### src/rtl/obwin_pkg.sv
package obwin_pkg;
  localparam int LOC_W = 64;
  localparam int PCI_W = 64;
  localparam int REG_W = 32;
  localparam int OFS_W = 8;

  typedef struct packed {
    logic [LOC_W-1:0] loc_base;
    logic [PCI_W-1:0] bus_base;
    logic [REG_W-1:0] span;
  } win_cfg_t;

  // field offsets inside one full window
  localparam logic [OFS_W-1:0] F_LOC_LO = 8'h00;
  localparam logic [OFS_W-1:0] F_LOC_HI = 8'h04;
  localparam logic [OFS_W-1:0] F_SPAN   = 8'h08;
  localparam logic [OFS_W-1:0] F_BUS_LO = 8'h0C;
  localparam logic [OFS_W-1:0] F_BUS_HI = 8'h10;

  // window length from the span mask; bit 0 is the enable, not a size bit
  function automatic logic [REG_W-1:0] span_len(input logic [REG_W-1:0] span);
    logic [REG_W-1:0] m;
    logic [REG_W-1:0] s;
    m = span & ~REG_W'(1);
    s = ~m + REG_W'(1);
    if (s == '0) s = '1;
    return s;
  endfunction
endpackage

### src/rtl/obwin_regs.sv
module obwin_regs
  import obwin_pkg::*;
#(
  parameter int                NUM_FULL = 2,
  parameter logic [OFS_W-1:0]  BASE     = 8'h68,
  parameter logic [OFS_W-1:0]  STRIDE   = 8'h14
) (
  input  logic                           clk,
  input  logic                           rst,
  input  logic                           wr_en,
  input  logic [OFS_W-1:0]               ofs,
  input  logic [REG_W-1:0]               wdata,
  output win_cfg_t [NUM_FULL-1:0]        cfg,
  output logic [REG_W-1:0]               rdata
);
  localparam int HALF = REG_W;

  function automatic logic [OFS_W-1:0] fofs(input int w, input logic [OFS_W-1:0] f);
    return OFS_W'(int'(BASE) + int'(STRIDE) * w + int'(f));
  endfunction

  localparam logic [OFS_W-1:0] TAIL_OFS = OFS_W'(int'(BASE) + int'(STRIDE) * NUM_FULL);

  logic [REG_W-1:0] tail_span;
  logic [REG_W-1:0] rd_nxt;

  for (genvar gi = 0; gi < NUM_FULL; gi++) begin : g_win
    localparam logic [OFS_W-1:0] O_LL = fofs(gi, F_LOC_LO);
    localparam logic [OFS_W-1:0] O_LH = fofs(gi, F_LOC_HI);
    localparam logic [OFS_W-1:0] O_SP = fofs(gi, F_SPAN);
    localparam logic [OFS_W-1:0] O_BL = fofs(gi, F_BUS_LO);
    localparam logic [OFS_W-1:0] O_BH = fofs(gi, F_BUS_HI);
    win_cfg_t r;
    always_ff @(posedge clk) begin
      if (rst) begin
        r <= '0;
      end else if (wr_en) begin
        case (ofs)
          O_LL: r.loc_base[HALF-1:0]      <= wdata;
          O_LH: r.loc_base[LOC_W-1:HALF]  <= wdata;
          O_SP: r.span                    <= wdata;
          O_BL: r.bus_base[HALF-1:0]      <= wdata;
          O_BH: r.bus_base[PCI_W-1:HALF]  <= wdata;
          default: ;
        endcase
      end
    end
    assign cfg[gi] = r;
  end

  always_ff @(posedge clk) begin
    if (rst) tail_span <= '0;
    else if (wr_en && ofs == TAIL_OFS) tail_span <= wdata;
  end

  always_comb begin
    rd_nxt = '0;
    for (int i = 0; i < NUM_FULL; i++) begin
      if (ofs == fofs(i, F_LOC_LO)) rd_nxt = cfg[i].loc_base[HALF-1:0];
      if (ofs == fofs(i, F_LOC_HI)) rd_nxt = cfg[i].loc_base[LOC_W-1:HALF];
      if (ofs == fofs(i, F_SPAN))   rd_nxt = cfg[i].span;
      if (ofs == fofs(i, F_BUS_LO)) rd_nxt = cfg[i].bus_base[HALF-1:0];
      if (ofs == fofs(i, F_BUS_HI)) rd_nxt = cfg[i].bus_base[PCI_W-1:HALF];
    end
    if (ofs == TAIL_OFS) rd_nxt = tail_span;
  end

  always_ff @(posedge clk) begin
    if (rst) rdata <= '0;
    else     rdata <= rd_nxt;
  end
endmodule

### src/rtl/obwin_match.sv
module obwin_match
  import obwin_pkg::*;
(
  input  win_cfg_t          cfg,
  input  logic [LOC_W-1:0]  loc,
  output logic              hit,
  output logic [PCI_W-1:0]  bus
);
  logic [LOC_W-1:0] off;
  logic [REG_W-1:0] len;

  always_comb begin
    len = span_len(cfg.span);
    off = loc - cfg.loc_base;
    hit = cfg.span[0] && (loc >= cfg.loc_base) && (off < LOC_W'(len));
    bus = cfg.bus_base + PCI_W'(off);
  end
endmodule

### src/rtl/obwin_pick.sv
module obwin_pick
  import obwin_pkg::*;
#(
  parameter int NUM_FULL = 2
) (
  input  logic                            clk,
  input  logic                            rst,
  input  logic [NUM_FULL-1:0]             hits,
  input  logic [NUM_FULL-1:0][PCI_W-1:0]  buses,
  output logic [PCI_W-1:0]                bus_q,
  output logic                            hit_q,
  output logic                            miss_q
);
  logic             sel_hit;
  logic [PCI_W-1:0] sel_bus;

  // scan from the top so the lowest index is written last and wins
  always_comb begin
    sel_hit = 1'b0;
    sel_bus = '0;
    for (int i = NUM_FULL - 1; i >= 0; i--) begin
      if (hits[i]) begin
        sel_hit = 1'b1;
        sel_bus = buses[i];
      end
    end
  end

  always_ff @(posedge clk) begin
    if (rst) begin
      bus_q  <= '0;
      hit_q  <= 1'b0;
      miss_q <= 1'b1;
    end else begin
      bus_q  <= sel_bus;
      hit_q  <= sel_hit;
      miss_q <= !sel_hit;
    end
  end
endmodule

### src/rtl/obwin_xlate.sv
module obwin_xlate
  import obwin_pkg::*;
#(
  parameter int                NUM_FULL = 2,
  parameter logic [OFS_W-1:0]  BASE     = 8'h68,
  parameter logic [OFS_W-1:0]  STRIDE   = 8'h14
) (
  input  logic              clk,
  input  logic              rst,
  input  logic              cfg_wr,
  input  logic [OFS_W-1:0]  cfg_ofs,
  input  logic [REG_W-1:0]  cfg_wdata,
  output logic [REG_W-1:0]  cfg_rdata,
  input  logic [LOC_W-1:0]  loc_addr,
  output logic [PCI_W-1:0]  bus_addr,
  output logic              xl_hit,
  output logic              xl_miss
);
  win_cfg_t [NUM_FULL-1:0]            cfg;
  logic [NUM_FULL-1:0]                hits;
  logic [NUM_FULL-1:0][PCI_W-1:0]     buses;

  obwin_regs #(.NUM_FULL(NUM_FULL), .BASE(BASE), .STRIDE(STRIDE)) regs_i (
    .clk   (clk),
    .rst   (rst),
    .wr_en (cfg_wr),
    .ofs   (cfg_ofs),
    .wdata (cfg_wdata),
    .cfg   (cfg),
    .rdata (cfg_rdata)
  );

  for (genvar gi = 0; gi < NUM_FULL; gi++) begin : g_cmp
    obwin_match match_i (
      .cfg (cfg[gi]),
      .loc (loc_addr),
      .hit (hits[gi]),
      .bus (buses[gi])
    );
  end

  obwin_pick #(.NUM_FULL(NUM_FULL)) pick_i (
    .clk    (clk),
    .rst    (rst),
    .hits   (hits),
    .buses  (buses),
    .bus_q  (bus_addr),
    .hit_q  (xl_hit),
    .miss_q (xl_miss)
  );
endmodule

### config.mk
export PLATFORM = sky130hd
export DESIGN_NAME = obwin_xlate
export DESIGN_NICKNAME = d
export VERILOG_FILES = /design/src/rtl/obwin_pkg.sv /design/src/rtl/obwin_regs.sv /design/src/rtl/obwin_match.sv /design/src/rtl/obwin_pick.sv /design/src/rtl/obwin_xlate.sv
export SDC_FILE = /design/constraint.sdc
export NUM_CORES = 2
export LEC_CHECK = 0
export BUFFER_PORTS_ARGS = -buffer_cell sky130_fd_sc_hd__buf_2
export CORE_ASPECT_RATIO = 1.4
export CORE_MARGIN = 2
export CORE_UTILIZATION = 45
export CTS_BUF_LIST = sky130_fd_sc_hd__clkbuf_4 sky130_fd_sc_hd__clkbuf_8
export DETAILED_ROUTE_END_ITERATION = 6
export PLACE_DENSITY = 0.67
export SYNTH_ARGS = -nofsm -noshare
export SYNTH_HDL_FRONTEND = slang
export SYNTH_HIERARCHICAL = 1
export SYNTH_SLANG_ARGS = --single-unit
### constraint.sdc
create_clock -name clk -period 18.5 [get_ports clk]
set_input_delay 3.7 -clock clk [delete_from_list [all_inputs] [get_ports clk]]
set_output_delay 3.7 -clock clk [all_outputs]
set_load 0.01 [all_outputs]
=== After elaboration in Yosys (flattened, before gate mapping) ===
Cells that the tools add are included.
W data, S select, Z words.

* Bits in registers: 450
* Input port bits: 107
* Output and inout port bits: 98
* Logic and storage cells: 73

* Add/subtract/negate cells: 6
* Magnitude comparators: 4
* Equality and inequality tests: 11
* Mux-type cells: 17
* Bitwise logic cells: 2
* Reductions and logical operators: 18

{| class="wikitable"
|+ Operators with widths
! kind !! count
|-
| $mux W32 || 13
|-
| $add A64 B64 Y64 || 2
|-
| $ge A64 B64 Y1 || 2
|-
| $lt A64 B32 Y1 || 2
|-
| $mux W64 || 2
|-
| $sub A64 B64 Y64 || 2
|-
| $add A32 B1 Y32 const B || 2
|-
| $logic_not A32 Y1 || 2
|-
| $not A32 Y32 || 2
|-
| $eq A8 B7 Y1 const B || 6
|-
| $eq A8 B8 Y1 const B || 5
|-
| $reduce_and A2 Y1 || 10
|-
| $logic_and A1 B1 Y1 || 5
|-
| $mux W1 || 2
|-
| $logic_not A1 Y1 || 1
|}

=== Longest topological paths before layout ===
* Depth in word-level cells: 12
* Depth in mapped cells: 30

=== Modules after synthesis ===
The synthesis kept the hierarchy.

{| class="wikitable"
|+ By module, submodules not included
! module !! instances !! cells each !! area each (µm²)
|-
| obwin_regs || 1 || 2150 || 16776.1
|-
| obwin_match (g_cmp[1].match_i) || 1 || 1510 || 9887.0
|-
| obwin_match (g_cmp[0].match_i) || 1 || 1391 || 9158.8
|-
| obwin_pick || 1 || 289 || 2529.9
|}

=== Least setup slack after synthesis ===
OpenSTA, ideal clock, no wires.

* Kind: input -> register
* Start point: input port loc_addr[0]
* End point: register pick_i.bus_q[63]
* Arrival time: 8.531 ns
* Path slack: 9.899 ns
* Cell stages on the path: 27
* Cells stage by stage: inv_1 ha_1 inv_1 fa_1 a211oi_1 o21a_1 a21bo_2 a21o_1 o21a_1 o21a_1 o21bai_1 inv_1 o21ai_0 xor2_1 ha_1 clkbuf_1 nand2_1 or3_1 o221ai_1 a41oi_1 o31ai_1 nand2_1 o311ai_0 a21oi_1 xnor2_1 nand2_1 a21oi_1

{| class="wikitable"
|+ RTL lines
! item !! RTL line !! source
|-
| start, declared || obwin_xlate.sv:14 || <nowiki>input logic [LOC_W-1:0] loc_addr,</nowiki>
|-
| end signal, assigned || obwin_pick.sv:35 || <nowiki>bus_q <= sel_bus;</nowiki>
|-
| end, declared || obwin_pick.sv:10 || <nowiki>output logic [PCI_W-1:0] bus_q,</nowiki>
|}

==> metrics.md <==
| Metric | Value |
|---|---|
| CTS tree | built |
| Residual antenna-violating net count after detailed routing | 0 |
| DIE HEIGHT | 349 um |
| Async set-or-reset flop fraction in the synthesized netlist | 0 |
| Post-CTS Hold Fix Bufs | 0 |
| Final core utilization | 0.487 |
| Kind of end point of the critical path | flop |
| Sequential share of the synthesized area | 0.235 |
| Crit Path Class | in2reg |
| Clock transition at path regs | 0.06 ns |
| Setup WS post-layout | roughly 8.8 ns |
| Die Footprint | about 88000 sq um |
| Transition time at the pin with the least slew margin | approximately 1.3 ns |
| Unique masters post-synth | slightly above 100 |
| Fillers | approximately 8600 |
| Core Area | approximately 84000 sq um |
| DRC | 0 |
| Wire length reported by the detailed router | between 150 and 200 mm |
| Most utilized layer in the global route result | met2 |
| Number of buffers inserted to repair setup after CTS | 0 |
| Flop and latch count out of synthesis | 450 |
| Buffer type at the clock tree root | sky130_fd_sc_hd__clkbuf_8 |
| Nets | about 5700 |
| Vias per cell | 6.48 |
| Total via count after detailed routing | around 42000 |
| WP data required | around 19 ns |
| FMAX | between 0.1 and 0.15 GHz |
| Remaining max-slew budget at the tightest pin | 0.118 |
| Run status | finished, final reports clean |
| Number of cells in the design after placement | 6304 |
| Post-layout instance area | a little over 40000 sq um |
| Max Fanout on Critical Path | 10 |
| Placement Setup Slack | 8.39 ns |
| Last weighted congestion value of the routability-driven placer | approximately 1.1 |
| Post-CTS Resized | 0 |
| TritonCTS buffer count | just under 80 |
| Worst Path Arrival | about 10 ns |
| Yosys warns | 6 |
| Final Skew | roughly 0.042 ns |
| Via count of the first global-routing pass | around 39000 |
| Setup violation total in the final timing report | 0 |
| Antenna violations before repair | 5 |
| Wire length per cell after detailed routing | just over 30 um |
| Met2 capacity usage during global routing | 0.652 |
| Number of flops mapped to enable cells by yosys | 0 |
| First-pass DRT Iterations | 6 |
| Post-detailed-placement cell area | 39400 sq um |
| Dominant register cell in the synthesized netlist | sky130_fd_sc_hd__dfxtp_1 |
| Rows | around 130 |
| Initial standard-cell utilization of the core | 0.455 |
| Worst reg2reg path depth | 27 |
| Number of instances in the synthesized netlist | about 5300 |
| Setup repair after global routing missed its margin | false |
| Initial drt markers | between 5000 and 6000 |
| Total routing resource utilization after global routing | 0.430 |
| Number of buffer cells added on primary ports | 204 |
| Kind of path behind the tightest hold check | reg2reg |
| Post-Syn Nets | approximately 5800 |
| Met1 track demand over resource in global routing | 0.492 |
| Post-DP HPWL | roughly 150 mm |
| Number of standard cells in the layout, taps in and fillers out | roughly 6400 |
| P per Cell Area | 65.8 nW/um^2 |
| Cell Area, Synth | roughly 38000 sq um |
| Final slew viol count | 0 |
| Worst-skew pair later-pin latency | 0.77 ns |
| Chip Width | around 250 um |
| Final min period | 9.72 ns |
| H-tree level count | 3 |
| Global-route wire length before repair | 272 mm |
| Syn-to-layout area delta | 7.15% |
| Final-report hold violation count | 0 |
| Fraction of layout instances using a drive strength above 1 | 0.0957 |
| Max-cap viol count | 0 |
| CTS max path bufs | 3 |
| Leak Pwr | between 15 and 20 nW |
| Largest net degree at the start of global routing | between 150 and 200 |
| Total negative slack for setup checks | 0 ns |
| Critical path launch point type | input pin |
| Fin crit share | 0.526 |
| Global-route track usage on met3 | 0.0850 |
| Worst vdd ir | approximately 0.072 mV |
| I/O pin count | between 200 and 250 |
| Number of instances on the worst hold path | 2 |
| Num Clock Sinks | between 400 and 500 |
| Total congestion overflow | 0 |
| Mapped Avg Cell Area | a little over 7 sq um |
-- worst paths after layout --
kind                                     startpoint  slack, ns                   to
worst max register to register        regs_i/cfg[1]      10.76      pick_i/bus_q[1]
worst min register to register  regs_i/tail_span[0]       0.46  regs_i/tail_span[0]
worst min-delay path            regs_i/tail_span[0]       0.46  regs_i/tail_span[0]
worst max-delay path                    loc_addr[0]       8.78     pick_i/bus_q[61]
-- per-stage QoR --
stage	hold WS, ns	total power (W)
floorplan	0.437	0.00142
global placement	0.445	0.00167
detailed placement	0.452	0.00167
CTS	0.460	0.00268
global route	0.479	0.00278
finish	0.461	0.00270
-- routing by layer --
layer  routed length [um]  part of all wire
met5                    9          0.000046
met4                23700              0.12
met3                18400             0.094
met2                82100              0.42
met1                70700              0.36
-- registers in the layout (all words and copies together) (netlist names) --
register	count
regs_i/cfg	320
pick_i/bus_q	64
regs_i/rdata	32
regs_i/tail_span	32
pick_i/hit_q	1
pick_i/miss_q	1
-- report_power, final --
| part | internal, W | switching [W] |
|---|---|---|
| clock network | 0.000560 | 0.000467 |
| registers | 0.000970 | 0.00000186 |
| logic | 0.000214 | 0.000490 |
| total | 0.00174 | 0.000958 |
-- area by class of cell --
type	instances	area (sq um)	area share
Clock inverter	16	173	0.00420
Timing Repair Buffer	246	1360	0.0331
Inverter	206	773	0.0188
Tap cell	1088	1360	0.0331
Antenna cell	4	10.0	0.000244
Sequential cell	450	9010	0.219
Multi-Input combinational cell	4314	26900	0.655
Clock buffer	118	1510	0.0366
-- layout by cell type (no fill, tap or decap), types with 31 or more instances in the layout --
cell,count
sky130_fd_sc_hd__inv_1,206
sky130_fd_sc_hd__nand3_1,72
sky130_fd_sc_hd__buf_2,202
sky130_fd_sc_hd__o21a_1,47
sky130_fd_sc_hd__xor2_1,116
sky130_fd_sc_hd__buf_4,42
sky130_fd_sc_hd__o21ai_0,192
sky130_fd_sc_hd__nand3b_1,69
sky130_fd_sc_hd__and3_1,35
sky130_fd_sc_hd__a21o_1,143
sky130_fd_sc_hd__nand2_2,34
sky130_fd_sc_hd__clkbuf_8,99
sky130_fd_sc_hd__nor4_1,35
sky130_fd_sc_hd__nor3_1,72
sky130_fd_sc_hd__a21oi_1,782
sky130_fd_sc_hd__dfxtp_1,450
sky130_fd_sc_hd__o211ai_1,36
sky130_fd_sc_hd__o22ai_1,40
sky130_fd_sc_hd__nand2_1,1011
sky130_fd_sc_hd__nor2_1,311
sky130_fd_sc_hd__nand4_1,100
sky130_fd_sc_hd__ha_1,318
sky130_fd_sc_hd__a211oi_1,42
sky130_fd_sc_hd__xnor2_1,187
sky130_fd_sc_hd__mux2i_1,31
sky130_fd_sc_hd__o21bai_1,48
sky130_fd_sc_hd__or3_1,32
-- cells by family (layout without fill, tap and decap cells) --
kind of cell,Yosys count,after routing,synth area share
flops,450,450,0.235
other cells,0,4,0
xor+xnor,303,303,0.0692
buf+inv,576,586,0.0653
fa+ha+maj,322,322,0.106
simple gates,1942,1942,0.235
mux,62,62,0.0172
compound gates,1685,1685,0.273
-- critical path, stage by stage --
cell                        delay (ns)
sky130_fd_sc_hd__buf_2            0.13
sky130_fd_sc_hd__inv_1            0.06
sky130_fd_sc_hd__ha_1             0.16
sky130_fd_sc_hd__inv_1            0.06
sky130_fd_sc_hd__fa_1             0.41
sky130_fd_sc_hd__a211oi_1         0.29
sky130_fd_sc_hd__o211ai_1         0.23
sky130_fd_sc_hd__a211oi_1         0.62
sky130_fd_sc_hd__nor2_1           0.16
sky130_fd_sc_hd__a21boi_0         0.33
sky130_fd_sc_hd__xnor2_1          0.20
sky130_fd_sc_hd__ha_1             0.51
sky130_fd_sc_hd__nand4_1          0.11
sky130_fd_sc_hd__or2_2            0.31
sky130_fd_sc_hd__a311oi_1         0.45
sky130_fd_sc_hd__a21boi_0         0.26
sky130_fd_sc_hd__a2111oi_0        0.93
sky130_fd_sc_hd__o21ai_0          0.34
sky130_fd_sc_hd__o21ai_0          0.25
sky130_fd_sc_hd__a21o_1           0.21
sky130_fd_sc_hd__a211oi_1         0.11
sky130_fd_sc_hd__xnor2_1          0.27
sky130_fd_sc_hd__nand3b_1         0.12
sky130_fd_sc_hd__a21oi_1          0.17
-- Yosys cell counts (all sizes together), types with 32 or more instances --
cell	number	area, sq um
nand2	1045	4000
a21o	143	1070
a21oi	812	4180
nor3	75	397
o21bai	48	360
buf	155	923
a2111oi	32	302
nand3	78	405
and3	39	244
nand3b	69	518
nor2	312	1170
nor4	40	299
o21ai	219	1100
xor2	116	1020
o211ai	36	270
xnor2	187	1640
ha	318	3980
a211oi	42	315
o22ai	40	250
nand4	101	638
inv	206	773
clkbuf	215	808
o21a	47	353
or3	32	200
dfxtp	450	9010
No activity file was read; power rests on OpenSTA's default activity.
